===== config.mk =====
export PLATFORM = sky130hd
export DESIGN_NAME = brctl_unit
export DESIGN_NICKNAME = d
export VERILOG_FILES = /design/src/rtl/brctl_pkg.sv /design/src/rtl/brctl_cond.sv /design/src/rtl/brctl_target.sv /design/src/rtl/brctl_irq.sv /design/src/rtl/brctl_unit.sv
export SDC_FILE = /design/constraint.sdc
export NUM_CORES = 1
export LEC_CHECK = 0
export BUFFER_PORTS_ARGS = -buffer_cell sky130_fd_sc_hd__buf_2
export CORE_ASPECT_RATIO = 0.6
export CORE_MARGIN = 8
export CORE_UTILIZATION = 50
export CTS_BUF_LIST = sky130_fd_sc_hd__clkbuf_2 sky130_fd_sc_hd__clkbuf_4 sky130_fd_sc_hd__clkbuf_8
export CTS_CLUSTER_DIAMETER = 40
export DETAILED_ROUTE_END_ITERATION = 16
export PLACE_DENSITY = 0.85
export SLEW_MARGIN = 20
export SYNTH_ARGS = -nofsm -noshare
export SYNTH_HDL_FRONTEND = slang
export SYNTH_SLANG_ARGS = --single-unit

===== constraint.sdc =====
create_clock -name clk -period 3.6 [get_ports clk]
set_input_delay 0.9 -clock clk [delete_from_list [all_inputs] [get_ports clk]]
set_output_delay 0.9 -clock clk [all_outputs]
set_load 0.1 [all_outputs]

===== src/rtl/brctl_pkg.sv =====
package brctl_pkg;

   typedef struct packed {
      logic n;
      logic z;
      logic c;
      logic v;
   } flags_t;

   typedef enum logic [1:0] {
      SEL_SEQ   = 2'd0,
      SEL_JUMP  = 2'd1,
      SEL_ENTER = 2'd2,
      SEL_LEAVE = 2'd3
   } pc_sel_e;

endpackage


===== src/rtl/brctl_cond.sv =====
module brctl_cond
   import brctl_pkg::*;
#(
   parameter int CODE_W = 4
) (
   input  flags_t            fl,
   input  logic [CODE_W-1:0] code,
   output logic              hold
);
   localparam int BASE_N = 1 << (CODE_W - 1);
   localparam int TAB_N  = 1 << CODE_W;

   logic [BASE_N-1:0] base;
   logic [TAB_N-1:0]  pred;

   always_comb begin
      base    = '0;
      base[0] = fl.n;
      base[1] = fl.z;
      base[2] = fl.c;
      base[3] = fl.v;
      base[4] = fl.c | fl.z;
      base[5] = fl.n ^ fl.v;
      base[6] = (fl.n ^ fl.v) | fl.z;
      base[7] = 1'b1;
   end

   // Upper half of the table is the complement of the lower half.
   for (genvar g = 0; g < BASE_N; g++) begin : g_tab
      assign pred[g]          = base[g];
      assign pred[g + BASE_N] = ~base[g];
   end

   assign hold = pred[code];

endmodule


===== src/rtl/brctl_target.sv =====
module brctl_target #(
   parameter int XLEN  = 32,
   parameter int OFF_W = 24
) (
   input  logic [XLEN-1:0]  pc,
   input  logic [XLEN-1:0]  rc_val,
   input  logic [OFF_W-1:0] off,
   input  logic             use_reg,
   output logic [XLEN-1:0]  seq_pc,
   output logic [XLEN-1:0]  tgt
);
   localparam int EXT = XLEN - OFF_W - 2;

   logic [XLEN-1:0] disp;

   if (EXT > 0) begin : g_ext
      assign disp = {{EXT{off[OFF_W-1]}}, off, 2'b00};
   end else begin : g_noext
      assign disp = {off, 2'b00};
   end

   assign seq_pc = pc + XLEN'(4);
   assign tgt    = use_reg ? {rc_val[XLEN-1:2], 2'b00} : seq_pc + disp;

endmodule


===== src/rtl/brctl_irq.sv =====
module brctl_irq
   import brctl_pkg::*;
#(
   parameter int XLEN = 32
) (
   input  logic            clk,
   input  logic            rst_n,
   input  logic            step,
   input  logic            irq_req,
   input  logic            is_rti,
   input  logic            is_ien,
   input  logic            ien_bit,
   input  logic [XLEN-1:0] pc,
   input  flags_t          fl,
   output logic            irq_en,
   output logic            active,
   output logic            enter,
   output logic            leave,
   output logic [XLEN-1:0] shadow_pc,
   output flags_t          shadow_fl
);
   logic ien_wr;

   assign enter  = step & irq_req & irq_en & ~active;
   assign leave  = step & is_rti & ~enter;
   assign ien_wr = step & is_ien & ~is_rti & ~enter;

   always_ff @(posedge clk) begin
      if (!rst_n) begin
         irq_en    <= 1'b0;
         active    <= 1'b0;
         shadow_pc <= '0;
         shadow_fl <= '0;
      end else if (enter) begin
         shadow_pc <= pc;
         shadow_fl <= fl;
         irq_en    <= 1'b0;
         active    <= 1'b1;
      end else if (leave) begin
         irq_en    <= 1'b1;
         active    <= 1'b0;
      end else if (ien_wr) begin
         irq_en    <= ien_bit;
      end
   end

endmodule


===== src/rtl/brctl_unit.sv =====
module brctl_unit
   import brctl_pkg::*;
#(
   parameter int              XLEN     = 32,
   parameter int              OFF_W    = 24,
   parameter int              CODE_W   = 4,
   parameter logic [XLEN-1:0] VECTOR   = 32'h0000_0004,
   parameter logic [XLEN-1:0] RESET_PC = '0
) (
   input  logic              clk,
   input  logic              rst_n,
   input  logic              step,
   input  logic              is_branch,
   input  logic              use_reg,
   input  logic              link,
   input  logic [CODE_W-1:0] cond,
   input  logic [OFF_W-1:0]  offset,
   input  logic [XLEN-1:0]   rc_val,
   input  logic              is_rti,
   input  logic              is_ien,
   input  logic              ien_bit,
   input  logic              irq_req,
   input  logic [3:0]        flags_in,
   output logic [XLEN-1:0]   pc,
   output logic              taken,
   output logic              link_we,
   output logic [XLEN-1:0]   link_val,
   output logic              irq_taken,
   output logic              irq_en,
   output logic              in_handler,
   output logic              flags_restore_we,
   output logic [3:0]        flags_restore_val
);
   if (OFF_W < 1 || XLEN < OFF_W + 2) begin : g_bad_width
      $error("brctl_unit: XLEN must hold OFF_W plus two alignment bits");
   end
   if (CODE_W != 4) begin : g_bad_code
      $error("brctl_unit: condition table is defined for 4-bit codes");
   end
   if (VECTOR[1:0] != 2'b00 || RESET_PC[1:0] != 2'b00) begin : g_bad_align
      $error("brctl_unit: vector and reset address must be word aligned");
   end

   flags_t          fl;
   flags_t          sh_fl;
   logic            cond_ok;
   logic            enter;
   logic            leave;
   logic            br_go;
   logic [XLEN-1:0] seq_pc;
   logic [XLEN-1:0] tgt;
   logic [XLEN-1:0] sh_pc;
   logic [XLEN-1:0] pc_nxt;
   pc_sel_e         sel;

   assign fl = flags_in;

   brctl_cond #(.CODE_W(CODE_W)) u_cond (
      .fl   (fl),
      .code (cond),
      .hold (cond_ok)
   );

   brctl_target #(.XLEN(XLEN), .OFF_W(OFF_W)) u_tgt (
      .pc      (pc),
      .rc_val  (rc_val),
      .off     (offset),
      .use_reg (use_reg),
      .seq_pc  (seq_pc),
      .tgt     (tgt)
   );

   brctl_irq #(.XLEN(XLEN)) u_irq (
      .clk       (clk),
      .rst_n     (rst_n),
      .step      (step),
      .irq_req   (irq_req),
      .is_rti    (is_rti),
      .is_ien    (is_ien),
      .ien_bit   (ien_bit),
      .pc        (pc),
      .fl        (fl),
      .irq_en    (irq_en),
      .active    (in_handler),
      .enter     (enter),
      .leave     (leave),
      .shadow_pc (sh_pc),
      .shadow_fl (sh_fl)
   );

   assign br_go = step & is_branch & ~is_rti & ~is_ien & ~enter & cond_ok;

   always_comb begin
      if (enter)      sel = SEL_ENTER;
      else if (leave) sel = SEL_LEAVE;
      else if (br_go) sel = SEL_JUMP;
      else            sel = SEL_SEQ;
   end

   always_comb begin
      unique case (sel)
         SEL_ENTER: pc_nxt = VECTOR;
         SEL_LEAVE: pc_nxt = sh_pc;
         SEL_JUMP:  pc_nxt = tgt;
         default:   pc_nxt = seq_pc;
      endcase
   end

   always_ff @(posedge clk) begin
      if (!rst_n)    pc <= RESET_PC;
      else if (step) pc <= pc_nxt;
   end

   assign taken             = br_go;
   assign link_we           = br_go & link;
   assign link_val          = seq_pc;
   assign irq_taken         = enter;
   assign flags_restore_we  = leave;
   assign flags_restore_val = sh_fl;

endmodule


* Yosys cells after proc, flatten, opt, wreduce, memory -nomap -nowiden *
Cells that the tools add are included.

word-level totals
  bits in registers = 70
  input bits = 74
  output and inout bits = 74
  word-level logic and storage cells = 57

cells by class
  $add $sub $neg = 2
  magnitude comparators = 1
  equal/unequal tests = 3
  mux-type cells = 11
  bitwise operators = 29
  reduce and logical (&&, ||, !) cells = 3

operator list
  cell                                                        number
  case mux 32 bit (3 select lines)                            1
  adder 32 x 3 -> 32 bit, second input constant               1
  adder 32 bit                                                1
  two-way mux 32 bit                                          1
  AND 1 bit                                                   14
  inverter 1 bit                                              12
  two-way mux 1 bit                                           6
  less-than comparator 4 x 5 -> 1 bit, second input constant  1
  binary-select mux 1 bit (select 4 bit)                      1
  == test 2 bit, second input constant                        2
  two-way mux 2 bit                                           2
  nonzero test 2 bit                                          2
  == test 2 x 1 -> 1 bit, second input constant               1
  bitwise OR 1 bit                                            2
  OR reduction 2 bit                                          1
  bitwise XOR 1 bit                                           1

* Logic depth before layout (Yosys ltp) *
Gate-level depths: netlist (run 1).

  depth in word-level cells = 11
  gate-level depth with buffers = 16
  gate-level depth less buffers = 16

* By module *
A second synthesis (run 1) with hierarchy kept.

unflattened totals
  cells, all modules = 767
  area total of the unflattened synthesis = 5,960.7 um2

modules (own cells, without submodules)
  module        instances  cells an instance  area an instance (um2)  seq. area each (um2)
  brctl_target  1          389                2,597.5                 0.0
  brctl_unit    1          198                1,821.7                 640.6
  brctl_irq     1          169                1,441.4                 760.7
  brctl_cond    1          11                 100.1                   0.0

* Worst setup path after synthesis (run 1) *
OpenSTA, ideal clock, no wires.

  path kind = register -> register
  from = reg pc[3]
  to = reg pc[31]
  library setup time = 116 ps
  arrival time = 6,013 ps
  required time = 3,484 ps
  path slack = -2,528 ps
  stages on the path, launching flop included = 17
  path buffers = 0
  clock period less this slack = 6,128 ps
  path through = dfxtp_1 > ha_1 > nand3_1 > nor3_1 > nand2_1 > nor2_1 > nand4_1 > xnor2_1 > ha_1 > a21o_1 > a21o_1 > a211oi_1 > o21ai_0 > a21oi_1 > o211ai_1 > xnor2_1 > a31o_1

between the ends
  word-level cells in the longest chain between the ends = 4

RTL lines
  what                              RTL line            text
  from (decl)                       brctl_unit.sv:24    output logic [XLEN-1:0] pc,
  from (signal assigned)            brctl_unit.sv:111   else if (step) pc <= pc_nxt;
  adder 32 x 3 -> 32 bit            brctl_target.sv:22  assign seq_pc = pc + XLEN'(4);
  net link_val[18]                  brctl_unit.sv:27    output logic [XLEN-1:0] link_val,
  adder 32 bit                      brctl_target.sv:23  assign tgt = use_reg ? {rc_val[XLEN-1:2], 2'b00} : seq_pc + disp;
  two-way mux 32 bit                brctl_target.sv:23
  case mux 32 bit (3 select lines)  brctl_unit.sv:101   unique case (sel)

The timed path passes the listed nets, and every way through them passes these cells.
A chain may end at the register's enable or synchronous reset.

* Final worst setup path (run 1) *
  from = reg pc[2]
  to = reg pc[31]

between the ends
  word-level cells in the longest chain between the ends = 4

RTL lines
  what                                  RTL line
  adder 32 x 3 -> 32 bit (*)            brctl_target.sv:22
  adder 32 bit                          brctl_target.sv:23
  two-way mux 32 bit                    brctl_target.sv:23
  case mux 32 bit (3 select lines) (*)  brctl_unit.sv:101

Every way passes the cells marked *; elsewhere a longest branch is shown, timed or not.

==> results of run 1 <==
==> critical path, cell delays in order, from the launching register on <==
cell      delay (ns)
dfxtp_4         0.40
ha_4            0.18
nand3_4         0.11
nor3_4          0.24
nand2_2         0.13
nor2_4          0.12
nand4_1         0.21
xnor2_4         0.25
ha_4            0.25
a21o_1          0.21
a21o_1          0.17
a211oi_2        0.25
o21ai_1         0.13
a21oi_2         0.21
o211ai_1        0.21
xnor2_1         0.19
a31o_1          0.19
==> sequential cells by signal, indices dropped and copies added (netlist names) <==
signal           flops
pc                  32
u_irq.shadow_pc     32
u_irq.shadow_fl      4
u_irq.active         1
u_irq.irq_en         1
==> final cells by class <==
class                           instances  area [µm²]  area share
Multi-Input combinational cell        627        4790       0.587
Clock inverter                          5        85.1      0.0104
Clock buffer                           11         139      0.0170
Timing Repair Buffer                  222        1430       0.175
Inverter                               18        68.8     0.00842
Sequential cell                        70        1480       0.181
Tap cell                              139         174      0.0213
==> kinds of logic after synthesis <==
group           Yosys count  synth area share
compound gates          245             0.280
fa+ha+maj                39            0.0896
buf+inv                  65            0.0507
xor+xnor                 50            0.0792
simple gates            289             0.236
flops                    70             0.253
mux                       4            0.0111
==> worst paths after layout <==
check,start,end,slack (ns),cells past startpoint
max reg2reg,pc[2],pc[31],0.04,16
max,pc[2],pc[31],0.04,16
min,u_irq.shadow_pc[3],u_irq.shadow_pc[3],0.46,2
min reg2reg,u_irq.shadow_pc[3],u_irq.shadow_pc[3],0.46,2
==> timing repair <==
action	4_1_cts	5_1_grt
gates resized for setup	4	35
endpoints found under the setup margin	4	20
pin swaps	0	26
setup buffers	0	22
cloned	0	0
==> metal layers <==
metal / track usage / share of wire
met5: 0 / 0.00097
met4: 0.0727 / 0.023
met3: 0.0986 / 0.15
met2: 0.412 / 0.43
met1: 0.378 / 0.40
==> synth_stat cells (5+ instances only) <==
| library cell | count | share of area |
|---|---|---|
| nand4_1 | 12 | 0.014 |
| buf_2 | 10 | 0.0090 |
| a21oi_1 | 82 | 0.074 |
| inv_1 | 17 | 0.012 |
| nand3_1 | 21 | 0.019 |
| nor2_1 | 40 | 0.027 |
| nand2_1 | 157 | 0.11 |
| and4_1 | 5 | 0.0079 |
| a211oi_1 | 11 | 0.015 |
| nor3_1 | 16 | 0.014 |
| and3_1 | 7 | 0.0079 |
| xnor2_1 | 31 | 0.049 |
| xor2_1 | 19 | 0.030 |
| clkbuf_1 | 29 | 0.020 |
| a221oi_1 | 16 | 0.025 |
| o21a_1 | 8 | 0.011 |
| o21ai_1 | 6 | 0.0054 |
| ha_1 | 38 | 0.086 |
| a21o_1 | 10 | 0.014 |
| a31oi_1 | 9 | 0.010 |
| nor2b_1 | 6 | 0.0068 |
| o21bai_1 | 5 | 0.0068 |
| o211ai_1 | 6 | 0.0081 |
| o21ai_0 | 58 | 0.052 |
| dfxtp_1 | 70 | 0.25 |
==> cell usage in the layout, fill, tap and decap left out, drive strengths merged, types with 11 or more instances in the layout <==
cell type | synthesis | layout
a211oi | 11 | 11
a21oi | 82 | 82
a221oi | 17 | 17
buf | 18 | 222
clkbuf | 29 | 11
dfxtp | 70 | 70
ha | 38 | 38
inv | 17 | 17
nand2 | 158 | 158
nand3 | 21 | 21
nand4 | 12 | 12
nor2 | 40 | 40
nor3 | 16 | 16
o21ai | 64 | 64
xnor2 | 31 | 31
xor2 | 19 | 19
==> power breakdown <==
group / internal [mW] / switching [mW] / total [mW]
sequential: 0.792 / 0.0499 / 0.842
clock: 0.408 / 0.320 / 0.728
combinational: 0.322 / 0.674 / 0.996
total: 1.52 / 1.04 / 2.57
==> stage by stage <==
stage          setup TNS (ns)  power (mW)  setup slack [ns]  hold slack (ns)  cell area [µm²]
2_1_floorplan           -4.55        1.54            -0.460            0.436             6440
3_3_place_gp          -0.0583        1.77           -0.0568            0.440             7590
3_5_place_dp           -0.128        1.80            -0.109            0.447             7590
4_1_cts              -0.00560        2.51          -0.00560            0.460             7830
5_1_grt                -0.464        2.65           -0.0908            0.474             8170
6_report                    0        2.57            0.0363            0.459             8170
==> impl_metrics.csv, run 1 <==
group,metric,value,unit
cts,clk_path_buf_depth,2,
route,viasPerCell,6.27,
worst_setup_path,cp-start-kind,"flop",
die,die_w,152,µm
timing,worst_slew_pin_slew,0.786,ns
cts,cts.sinks,70,
cts,holdBufCountCts,0,
logic_synthesis,async_flop_share,0,
final_layout,n_fill_cell,748,
route,firstDrtPassIters,6,
global_route,grt_max_degree,47,
timing,post-route-period-util,0.990,
route,wl_per_cell,20.7,µm
global_route,grt_pass1_vias,6370,
logic_synthesis,synth_edf_count,0,
worst_setup_path,critPathRequiredTime,3.86,ns
final_layout,area_growth,47.7,%
worst_setup_path,critical_path.endpoint_type,"flop",
timing,fmax,281,MHz
cts,cts_inserted_buffers,9,
timing,rsz0062_at_grt,"true",
logic_synthesis,synth_cell_type_count,64,
logic_synthesis,synthFlopType,"dfxtp_1",
route,first_iter_violations,543,
worst_setup_path,crit_arrival,3.82,ns
die,start_util,0.519,
logic_synthesis,syn_inst,762,
cts,h-tree-depth,3,
final_layout,fin_util,0.766,
hold_path,hold_path_class,"reg2reg",
route,drt-total-wl,22600,µm
final_layout,post_layout_nonfiller_instances,1092,
power,p_per_area,314,nW/µm²
cts,clkTransAtPathRegs,0.08,ns
final_layout,drive_gt1_frac,0.377,
die,row_count,29,
power,p_leak,3.51,nW
die,fp.dieH,97.5,µm
cts,clk-insertion-delay-late,0.37,ns
global_route,grt_overflow_total,0,
placement,gp_congestion,0.934,
die,io_pins,148,
job,drv_cap,0,
global_route,grt_pass1_wl,33300,µm
run_status,status,"finished clean",
global_route,grtUsageTotal,0.280,
logic_synthesis,ys_seq_elements,70,
timing,drv_slew,0,
die,core_area,10700,µm²
power,peakVddDrop,0.000252,V
die,die_area,14800,µm²
timing,setup_viol,0,
logic_synthesis,syn_area,5530,µm²
route,vias,6852,
worst_setup_path,critPathKind,"reg2reg",
timing,hold_viol_final,0,
timing,period_minus_slack,3.56,ns
placement,dp.cells,1054,
timing,timing.slew.headroom,0.476,
worst_setup_path,path_max_fanout,7,
final_layout,nNetsFinal,1061,
logic_synthesis,yosysWarnings,0,
global_route,antenna_found_initial,2,
placement,place_hpwl,16400,µm
cts,cts_tree,"built",
logic_synthesis,yosysSeqAreaShare,0.253,
timing,skew,0.00915,ns
placement,port-buffer-count,145,
final_layout,n_antenna_cell,0,
cts,clockRootBuffer,"clkbuf_8",
route,drc,0,
logic_synthesis,synth.avg_cell_area,7.26,µm²
logic_synthesis,synth_nets,875,
route,final_antenna_net_count,0,
No activity file was read; power rests on OpenSTA's default activity.
==> inputs of run 2 (changes only) <==
ABC_AREA = 1   (was not set)
CORE_UTILIZATION = 51   (was 50)
==> run 2 against run 1 <==
Against the previous run: clock power fell by 20%; global-route usage rose by 0.21 points; core utilization down 14 points; critical path depth fell by 8; sequential power is 0.6% lower; via count up 14%; synthesized cell count up 49%; clock-buffer cell count is 2 lower; first-iteration DRC count grew 62%; critical endpoint is now link_val[30]; largest power group unchanged.
==> impl_metrics.csv, run 2 <==
group,metric,value,unit
run_status,status,"finished clean",
cts,clockRootBuffer,"clkbuf_8",
timing,hold_viol_final,0,
cts,clkTransAtPathRegs,0.08,ns
die,io_pins,148,
global_route,antenna_found_initial,0,
die,start_util,0.514,
final_layout,area_growth,21.1,%
placement,placed_area,7640,µm²
worst_setup_path,rrSetupSlack,0.15,ns
logic_synthesis,yosys.area.top_type,"dfxtp_1",
cts,clk-insertion-delay-late,0.37,ns
logic_synthesis,yosys.area.top_type_share,0.215,
final_layout,final_cell_mix,"nand2_1, nor2_1, buf_2",
cts,cts_tree,"built",
worst_setup_path,path_max_fanout,6,
final_layout,n_antenna_cell,0,
worst_setup_path,cp-start-kind,"flop",
cts,cts.sinks,70,
timing,fmax,285,MHz
timing,post-route-period-util,0.974,
route,firstDrtPassIters,8,
logic_synthesis,yosysSeqAreaShare,0.215,
timing,period_minus_slack,3.51,ns
placement,dp.cells,1431,
global_route,grt_overflow_total,0,
worst_setup_path,worstPathCellList,"nand2_1 > nor2_1 > nand4_1 > nor2_1 > nand4_1 > xor2_2 > inv_1 > buf_2",
power,pwr-share-seq,0.362,
logic_synthesis,yosys-top-cells-area,"dfxtp_1, nand2_1, nor2_1",
logic_synthesis,synth_edf_count,0,
logic_synthesis,ys_seq_elements,70,
logic_synthesis,synth.avg_cell_area,5.73,µm²
route,vias,7816,
logic_synthesis,synth.most_common_cell,"nand2_1",
global_route,grt_pass1_vias,6897,
power,clkPwrFrac,0.254,
hold_path,hold_path_class,"reg2reg",
worst_setup_path,timing.rr.end,"pc[26]",
timing,setup_viol,0,
final_layout,n_fill_cell,1282,
route,drc,0,
die,core_area,12700,µm²
cts,clk_path_buf_depth,2,
final_layout,final_area,7880,µm²
cts,cts_inserted_buffers,9,
logic_synthesis,async_flop_share,0,
die,die_area,16700,µm²
power,peakVddDrop,0.000217,V
logic_synthesis,syn_inst,1135,
die,fp.dieH,103,µm
worst_setup_path,reg2reg_depth,21,
worst_setup_path,cpMaxStageDelayCell,"dfxtp_2",
final_layout,post_layout_nonfiller_instances,1447,
global_route,grt_max_degree,50,
route,wl_per_cell,16.4,µm
timing,worst_slew_pin_slew,0.591,ns
hold_path,hold_end,"u_irq.shadow_pc[29]",
cts,h-tree-depth,3,
logic_synthesis,yosysWarnings,0,
route,first_iter_violations,877,
global_route,grt_pass1_wl,36800,µm
hold_path,holdPathStages,2,
power,p_switching,1.03,mW
power,p_comb_frac,0.384,
final_layout,nNetsFinal,1385,
power,p_per_area,293,nW/µm²
timing,timing.slew.headroom,0.605,
hold_path,min_from,"u_irq.shadow_pc[29]",
power,p_sw_frac,0.447,
logic_synthesis,syn_area,6500,µm²
timing,rsz0062_at_grt,"true",
final_layout,largest_registers,"pc (32), u_irq.shadow_pc (32), u_irq.shadow_fl (4)",
placement,port-buffer-count,145,
route,drt-total-wl,23700,µm
logic_synthesis,synth_cell_type_count,42,
logic_synthesis,synthFlopType,"dfxtp_1",
timing,setup_ws,0.0930,ns
final_layout,fin_util,0.623,
logic_synthesis,synth_nets,1248,
timing,drv_slew,0,
timing,whs,0.454,ns
worst_setup_path,critical_path.endpoint_type,"output port",
timing,skew,0.00914,ns
power,p_leak,4.07,nW
power,report.power.total,2.31,mW
placement,place_ws,0.250,ns
placement,place_hpwl,18600,µm
worst_setup_path,r2r-start,"pc[3]",
die,die_w,162,µm
die,row_count,32,
route,final_antenna_net_count,0,
worst_setup_path,critPathRequiredTime,2.70,ns
final_layout,drive_gt1_frac,0.214,
route,viasPerCell,5.40,
logic_synthesis,netlist_top_cells_count,"nand2_1, nor2_1, inv_1, a21oi_1, dfxtp_1",
worst_setup_path,critPathKind,"reg2out",
cts,post_cts_buffers,0,
global_route,grtUsageTotal,0.282,
timing,finalSetupTns,0,ns
worst_setup_path,crit_path_max_incr_delay,0.43,ns
worst_setup_path,crit_arrival,2.61,ns
job,drv_cap,0,
final_layout,final_common_cell,"nand2_1",
placement,gp_congestion,1.00,
power,p_int,1.28,mW
-- run 2: cell types whose count changed in the layout (fill, tap and decap cells not counted), moves of 12 or more --
cell      before  now
nand3_1       14   64
a221oi_1      15    0
inv_1         17  126
nor2_2         1   14
xnor2_4       17    0
nand2_1      150  352
a21oi_1       74   86
buf_4         76   21
nor2_1        35  155
o21ai_0       48   65
-- run 2: final cells by class --
cell class / instances / area (µm²) / share of cell area
Tap cell: 170 / 213 / 0.0270
Inverter: 139 / 539 / 0.0685
Clock buffer: 9 / 124 / 0.0157
Sequential cell: 70 / 1490 / 0.189
Timing Repair Buffer: 167 / 918 / 0.117
Multi-Input combinational cell: 885 / 4550 / 0.577
Clock inverter: 7 / 50.0 / 0.00635
-- run 2: kinds of logic (layout without fill, tap and decap cells) --
| group | after synthesis | after routing | share of synthesized area |
|---|---|---|---|
| adder cells (fa/ha/maj) | 39 | 39 | 0.0762 |
| AND/OR/NAND/NOR | 633 | 633 | 0.405 |
| AO/OA/AOI/OAI | 179 | 179 | 0.145 |
| XOR/XNOR | 34 | 34 | 0.0458 |
| buffers and inverters | 180 | 322 | 0.112 |
| flip-flops | 70 | 70 | 0.215 |
-- run 2: worst max path at each step --
stage / from / endpoint / slack (ns) / depth (start not counted)
2_1_floorplan: pc[3] / pc[23] / -0.01 / 20
3_5_place_dp: pc[3] / pc[25] / 0.25 / 19
5_1_grt: pc[3] / pc[22] / -0.02 / 21
6_report: pc[24] / link_val[30] / 0.09 / 8
4_1_cts: pc[3] / pc[25] / 0.22 / 19
3_3_place_gp: pc[3] / pc[22] / 0.31 / 21
-- run 2: critical path: cells and delay by family, from the launching register on --
kind	cells	cell delay, ns
XOR/XNOR	1	0.28
buffers and inverters	2	0.54
flip-flops	1	0.43
AND/OR/NAND/NOR	5	0.98
-- run 2: power groups by stage --
stage	registers (mW)	clock network [mW]	logic [mW]
3_3_place_gp	0.852	0	0.860
2_1_floorplan	0.981	0	0.531
5_1_grt	0.842	0.621	0.957
6_report	0.837	0.586	0.888
3_5_place_dp	0.853	0	0.870
4_1_cts	0.835	0.587	0.873
-- run 2: what timing repair did --
| action | in CTS | in global routing |
|---|---|---|
| gates resized for setup | 0 | 16 |
| endpoints found under the setup margin | 0 | 10 |
| hold buffers | 0 | 0 |
-- run 2: per-layer routing --
layer | global-route usage | vias up | part of all wire
met5 | 0 | - | 0
met4 | 0.0722 | 0 | 0.023
met3 | 0.0996 | 50 | 0.14
met2 | 0.388 | 456 | 0.38
met1 | 0.405 | 3435 | 0.46
li1 | - | 3875 | -
